<file path="config.mk">
export PLATFORM = sky130hd
export DESIGN_NAME = stripe_router
export DESIGN_NICKNAME = d
export VERILOG_FILES = /design/src/rtl/stripe_router_pkg.sv /design/src/rtl/stripe_router_decode.sv /design/src/rtl/stripe_router_ctrl.sv /design/src/rtl/stripe_router_fanout.sv /design/src/rtl/stripe_router.sv
export SDC_FILE = /design/constraint.sdc
export NUM_CORES = 1
export LEC_CHECK = 0
export ABC_AREA = 1
export BUFFER_PORTS_ARGS = -buffer_cell sky130_fd_sc_hd__buf_2
export CAP_MARGIN = 20
export CORE_MARGIN = 4
export CORE_UTILIZATION = 30
export CTS_CLUSTER_DIAMETER = 200
export DETAILED_ROUTE_END_ITERATION = 16
export GPL_ROUTABILITY_DRIVEN = 0
export HOLD_SLACK_MARGIN = 0.15
export PLACE_DENSITY = 0.85
export SLEW_MARGIN = 20
export SYNTH_ARGS = -nofsm -noshare
export SYNTH_HDL_FRONTEND = slang
export SYNTH_SLANG_ARGS = --single-unit
</file>
<file path="constraint.sdc">
create_clock -name clk -period 1.68 [get_ports clk]
set_input_delay 0 -clock clk [delete_from_list [all_inputs] [get_ports clk]]
set_output_delay 0 -clock clk [all_outputs]
set_load 0.05 [all_outputs]
</file>
<file path="src/rtl/stripe_router_pkg.sv">
package stripe_router_pkg;

    localparam int NPORT = 3;

    typedef logic [1:0] port_idx_t;

    localparam port_idx_t PORT_FALLBACK = 2'd0;
    localparam port_idx_t PORT_EVEN     = 2'd1;
    localparam port_idx_t PORT_ODD      = 2'd2;

    typedef enum logic [1:0] {
        ST_OFF  = 2'd0,
        ST_IDLE = 2'd1,
        ST_HOLD = 2'd2
    } rt_state_e;

endpackage

</file>
<file path="src/rtl/stripe_router_decode.sv">
module stripe_router_decode
    import stripe_router_pkg::*;
#(
    parameter int              ADDR_W    = 32,
    parameter longint unsigned GRANULE   = 4096,
    parameter logic [ADDR_W-1:0] WIN_BASE  = 32'h0001_0000,
    parameter logic [ADDR_W-1:0] WIN_LIMIT = 32'h0004_FFFF
) (
    input  logic [ADDR_W-1:0] addr,
    output port_idx_t         port
);
    localparam int STRIPE_BIT = $clog2(GRANULE);

    logic in_window;
    logic stripe;

    always_comb begin
        in_window = (addr >= WIN_BASE) && (addr <= WIN_LIMIT);
        stripe    = addr[STRIPE_BIT];
        if (!in_window) begin
            port = PORT_FALLBACK;
        end else if (stripe) begin
            port = PORT_ODD;
        end else begin
            port = PORT_EVEN;
        end
    end
endmodule

</file>
<file path="src/rtl/stripe_router_ctrl.sv">
module stripe_router_ctrl
    import stripe_router_pkg::*;
#(
    parameter int EN_W = 16
) (
    input  logic             clk,
    input  logic             rst_n,
    input  logic [EN_W-1:0]  en,
    input  logic             up_valid,
    input  port_idx_t        dec_port,
    input  logic [NPORT-1:0] dn_ready,
    output port_idx_t        cur_port,
    output logic             route,
    output logic             up_ready,
    output logic             rt_off
);
    rt_state_e state_q, state_d;
    port_idx_t held_q, held_d;
    logic      en_any;
    logic      sel_ready;

    assign en_any = |en;

    // state register
    always_ff @(posedge clk) begin
        if (!rst_n) begin
            state_q <= ST_OFF;
            held_q  <= PORT_FALLBACK;
        end else begin
            state_q <= state_d;
            held_q  <= held_d;
        end
    end

    // outputs
    always_comb begin
        cur_port = dec_port;
        route    = 1'b0;
        rt_off   = 1'b0;
        unique case (state_q)
            ST_OFF: begin
                rt_off = 1'b1;
            end
            ST_IDLE: begin
                route = up_valid;
            end
            ST_HOLD: begin
                cur_port = held_q;
                route    = up_valid;
            end
            default: begin
                rt_off = 1'b1;
            end
        endcase
        unique case (cur_port)
            PORT_FALLBACK: sel_ready = dn_ready[0];
            PORT_EVEN:     sel_ready = dn_ready[1];
            PORT_ODD:      sel_ready = dn_ready[2];
            default:       sel_ready = 1'b0;
        endcase
        up_ready = route && sel_ready;
    end

    // next state
    always_comb begin
        state_d = state_q;
        held_d  = held_q;
        unique case (state_q)
            ST_OFF: begin
                if (en_any) state_d = ST_IDLE;
            end
            ST_IDLE: begin
                if (up_valid && !up_ready) begin
                    state_d = ST_HOLD;
                    held_d  = dec_port;
                end else if (!en_any) begin
                    state_d = ST_OFF;
                end
            end
            ST_HOLD: begin
                if (!up_valid || up_ready) begin
                    state_d = en_any ? ST_IDLE : ST_OFF;
                end
            end
            default: state_d = ST_OFF;
        endcase
    end

    // synchronous reset always lands in the inactive state
    a_r12_reset_off: assert property (@(posedge clk) !rst_n |=> rt_off);

    // a stalled request stays in HOLD until it completes
    a_r11_hold_stays: assert property (@(posedge clk) disable iff (!rst_n)
        (state_q == ST_HOLD && up_valid && !up_ready) |=> state_q == ST_HOLD);
endmodule

</file>
<file path="src/rtl/stripe_router_fanout.sv">
module stripe_router_fanout
    import stripe_router_pkg::*;
#(
    parameter int ADDR_W = 32
) (
    input  logic                    clk,
    input  logic                    rst_n,
    input  logic                    route,
    input  port_idx_t               cur_port,
    input  logic [ADDR_W-1:0]       up_addr,
    input  logic                    up_write,
    output logic [NPORT-1:0]        dn_valid,
    output logic [NPORT*ADDR_W-1:0] dn_addr,
    output logic [NPORT-1:0]        dn_write
);
    for (genvar g = 0; g < NPORT; g++) begin : g_port
        assign dn_valid[g]                  = route && (cur_port == port_idx_t'(g));
        assign dn_addr[g*ADDR_W +: ADDR_W]  = up_addr;
        assign dn_write[g]                  = up_write;
    end

    // never more than one port driven
    a_r10_onehot: assert property (@(posedge clk) disable iff (!rst_n)
        $onehot0(dn_valid));
endmodule

</file>
<file path="src/rtl/stripe_router.sv">
module stripe_router
    import stripe_router_pkg::*;
#(
    parameter int                ADDR_W    = 32,
    parameter int                EN_W      = 16,
    parameter longint unsigned   GRANULE   = 4096,
    parameter logic [ADDR_W-1:0] WIN_BASE  = 32'h0001_0000,
    parameter logic [ADDR_W-1:0] WIN_LIMIT = 32'h0004_FFFF
) (
    input  logic                    clk,
    input  logic                    rst_n,
    input  logic [EN_W-1:0]         en,
    input  logic                    up_valid,
    output logic                    up_ready,
    input  logic [ADDR_W-1:0]       up_addr,
    input  logic                    up_write,
    output logic [NPORT-1:0]        dn_valid,
    input  logic [NPORT-1:0]        dn_ready,
    output logic [NPORT*ADDR_W-1:0] dn_addr,
    output logic [NPORT-1:0]        dn_write
);
    port_idx_t dec_port;
    port_idx_t cur_port;
    logic      route;
    logic      rt_off;

    stripe_router_decode #(
        .ADDR_W    (ADDR_W),
        .GRANULE   (GRANULE),
        .WIN_BASE  (WIN_BASE),
        .WIN_LIMIT (WIN_LIMIT)
    ) u_decode (
        .addr (up_addr),
        .port (dec_port)
    );

    stripe_router_ctrl #(
        .EN_W (EN_W)
    ) u_ctrl (
        .clk      (clk),
        .rst_n    (rst_n),
        .en       (en),
        .up_valid (up_valid),
        .dec_port (dec_port),
        .dn_ready (dn_ready),
        .cur_port (cur_port),
        .route    (route),
        .up_ready (up_ready),
        .rt_off   (rt_off)
    );

    stripe_router_fanout #(
        .ADDR_W (ADDR_W)
    ) u_fanout (
        .clk      (clk),
        .rst_n    (rst_n),
        .route    (route),
        .cur_port (cur_port),
        .up_addr  (up_addr),
        .up_write (up_write),
        .dn_valid (dn_valid),
        .dn_addr  (dn_addr),
        .dn_write (dn_write)
    );

    // inactive router is quiet on both sides
    a_r3_off_quiet: assert property (@(posedge clk) disable iff (!rst_n)
        rt_off |-> (dn_valid == '0 && !up_ready));

    // a port is driven only while a request is offered
    a_r10_needs_req: assert property (@(posedge clk) disable iff (!rst_n)
        (|dn_valid) |-> up_valid);

    // a stalled request keeps its port on the next cycle
    a_r11_port_stable: assert property (@(posedge clk) disable iff (!rst_n)
        (up_valid && !up_ready && (|dn_valid)) |=> (!up_valid || dn_valid == $past(dn_valid)));

    // upstream ready follows the driven port's ready
    for (genvar p = 0; p < NPORT; p++) begin : g_rdy_chk
        a_r9_ready_follows: assert property (@(posedge clk) disable iff (!rst_n)
            dn_valid[p] |-> (up_ready == dn_ready[p]));
    end
endmodule

</file>
==> summary.txt <==
Power
  – Leak: 0.000870 µW
  – Worst IR Drop VDD: 0.304 mV
  – PwrDens: 1000 mW/mm²

Clocking
  – H-tree Lvls: 1
  – Clock Sink Count: 4
  – Cts bufs inserted: 3
  – CTS root buffer: clkbuf_8
  – Max clock buf depth: 2
  – Post-CTS Setup Inserts: 0
  – Clock transition at the registers of the reported paths: 0.03 ns
  – TritonCTS clock tree: yes
  – Clock latency on the worst-skew pair: 0.21 ns

Final layout
  – P&R area growth vs syn: 23.8%
  – Commonest non-fill, non-tap cells in the layout: buf_2, buf_12, nand2_1
  – Non-Filler Instances: 258
  – Share of post-route cells with drive strength above 1: 70.7%
  – Commonest non-fill, non-tap cell in the layout: buf_2
  – Antenna diodes: 0
  – Fill cell count: 401
  – Nets@finish: 269

Detailed routing
  – Vias per std cell: 4.07
  – DR WL/cell: 11.1 µm
  – Initial DRC Count: 55
  – 1st-pass router iterations: 4
  – Post-route antenna net violation count: 0
  – Total number of vias: 1051
  – Detailed Route WL: 2870 µm
  – # DRC: 0

Critical path
  – CP Data Arrival Time: 1.62 ns
  – Cell Chain, Critical Path: inv_2, buf_4, ha_1, nand2_1, buf_4, nor3_2, clkbuf_4
  – R2R depth: 14
  – Crit end category: primary output
  – CP Max Fanout: 3
  – Slowest cell on crit path: dfxtp_2
  – R2r endpoint: u_ctrl.state_q[0]$_SDFFE_PN0P_
  – R2R setup slack: 0.06 ns
  – Crit path largest cell delay: 0.33 ns
  – Most common cell on crit path: buf_4
  – Startpoint types: register
  – Crit path kind: reg2out
  – Reg2reg start: u_ctrl.state_q[0]$_SDFFE_PN0P_
  – Critical Path RT: 1.68 ns

Die
  – Initial Util: 31.1%
  – FP Rows: 23
  – Die H: 72.7 µm
  – Die W: 72.7 µm
  – Die footprint: 0.00528 mm²
  – Boundary Pins: 158
  – Core area: 0.00403 mm²

Place
  – Place WS: -0.0881 ns
  – IO Port Bufs: 93
  – Hpwl dp: 2160 µm
  – Placed insts: 238

Logic synthesis
  – Synth warn: 0
  – Synthesized cell area: 0.00125 mm²
  – Syn avg cell area: 6.71 µm²
  – Gate Count Post-Synth: 187
  – Synth Register Bits: 4
  – Syn_nets: 246
  – Synth unique cells: 22
  – Seq/Total Area, Yosys: 6.38%

Run
  – Max-Cap Viols: 0

STA
  – Hold Vio Cnt, Final: 0
  – Final max-slew violation count: 0
  – Slew @ Worst Pin: 0.272 ns
  – Worst rel slew slack: 81.7%
  – Tmin final: 1.62 ns
  – # setup viols final: 0
  – Setup TNS: 0 ns
  – Worst clock skew: 0.00128 ns
  – Final worst slack: 0.0574 ns
  – RSZ-0062 raised after global routing: true
  – Fmax: 616 MHz
  – Period utilization: 96.6%

Global route
  – Overall Global Routing Usage: 9.59%
  – GRT overflow: 0
  – Vias in the first global route: 954
  – Initial antenna violation count: 0
  – Global-route wire length before repair: 4080 µm
  – Largest net degree at the start of global routing: 7

Min path
  – Hold Path End: dn_addr[5]
  – Min-delay src: up_addr[5]
  – WHS Path Cells: 1
  – Hold Crit Class: in2out

Outcome
  – Outcome: finished clean
## cell usage after synthesis
cell type	count	area share, %
o21ai_0	1	0.40
nor2_2	1	0.50
o21bai_1	1	0.60
nand3_1	5	2.0
nor2_1	17	5.1
a31oi_1	1	0.50
nand2_1	16	4.8
nand2_2	4	2.0
clkinv_1	1	0.30
nand4_1	4	2.0
nand3_2	2	1.6
nor3_1	3	1.2
o21ai_1	2	0.80
buf_4	99	59
dfxtp_1	4	6.4
and2_1	1	0.50
nor4_1	4	2.0
a21oi_1	1	0.40
ha_1	4	4.0
nor2_4	1	0.90
or2_4	1	0.70
inv_1	14	4.2
## critical path: cells and delay by family, from the launching register on
kind | cells | cell delay [ns]
DFF | 1 | 0.33
and+or+nand+nor | 2 | 0.22
buffers and inverters | 4 | 0.57
adders and majority gates | 1 | 0.28
## final cells by class
| cell class | instances | area, µm² | area share, % |
|---|---|---|---|
| Clock buffer | 3 | 41.3 | 2.66 |
| Tap cell | 50 | 62.6 | 4.03 |
| Timing Repair Buffer | 117 | 858 | 55.2 |
| Inverter | 15 | 56.3 | 3.62 |
| Multi-Input combinational cell | 69 | 453 | 29.1 |
| Sequential cell | 4 | 82.6 | 5.31 |
## where the power goes
| part | switching [µW] | internal, µW | leakage, µW |
|---|---|---|---|
| clock | 42.9 | 152 | 0.0000216 |
| combinational | 822 | 381 | 0.000815 |
| sequential | 28.8 | 134 | 0.0000335 |
## layer usage
metal,vias up,track usage (%),part of all wire (%)
met5,-,0,0
met4,0,3.07,0.52
met3,2,4.13,12
met2,63,18.3,56
met1,459,9.08,31
li1,527,-,-
## worst max-delay path by stage
| stage | to | cells past startpoint | startpoint | slack [ns] |
|---|---|---|---|---|
| 5_1_grt | u_ctrl.state_q[0]$_SDFFE_PN0P_ | 14 | u_ctrl.state_q[0]$_SDFFE_PN0P_ | -0.06 |
| 3_5_place_dp | u_ctrl.held_q[1]$_SDFFE_PN0P_ | 12 | u_ctrl.state_q[0]$_SDFFE_PN0P_ | -0.09 |
| 4_1_cts | dn_valid[1] | 7 | u_ctrl.state_q[0]$_SDFFE_PN0P_ | 0.01 |
| 3_3_place_gp | u_ctrl.state_q[0]$_SDFFE_PN0P_ | 14 | u_ctrl.state_q[0]$_SDFFE_PN0P_ | 0.01 |
| 6_report | dn_valid[2] | 7 | u_ctrl.state_q[0]$_SDFFE_PN0P_ | 0.06 |
| 2_1_floorplan | dn_valid[0] | 6 | u_ctrl.state_q[0]$_SDFFE_PN0P_ | -0.24 |
## through the flow
stage	util, %	total power (µW)	area, µm²	hold WS [ns]
final	38.6	1560	1550	0.163
after CTS	37.3	1500	1500	0.163
after detailed placement	27.2	934	1100	0.000654
after global routing	38.6	1650	1550	0.164
after global placement	27.2	918	1100	0.000654
after floorplan	-	1080	1260	0.120
## flip-flops by register name, indices dropped and copies added, names as in the netlist
register and cells:
u_ctrl.held_q 2, u_ctrl.state_q 2
## what timing repair did
item | CTS | global route
pin swaps | 2 | 4
gates resized for setup | 11 | 17
endpoints found under the hold margin | 52 | 0
hold buffers | 17 | 0
endpoints found under the setup margin | 7 | 8
cloned | 0 | 0
## kinds of logic (layout without fill, tap and decap cells)
family	Yosys count	after routing	synth area share [%]
AO/OA/AOI/OAI	6	6	2.69
adder cells (fa/ha/maj)	4	4	3.99
buffers and inverters	114	135	63.7
flip-flops	4	4	6.38
AND/OR/NAND/NOR	59	59	23.2
(Power assumes the default switching activity.)
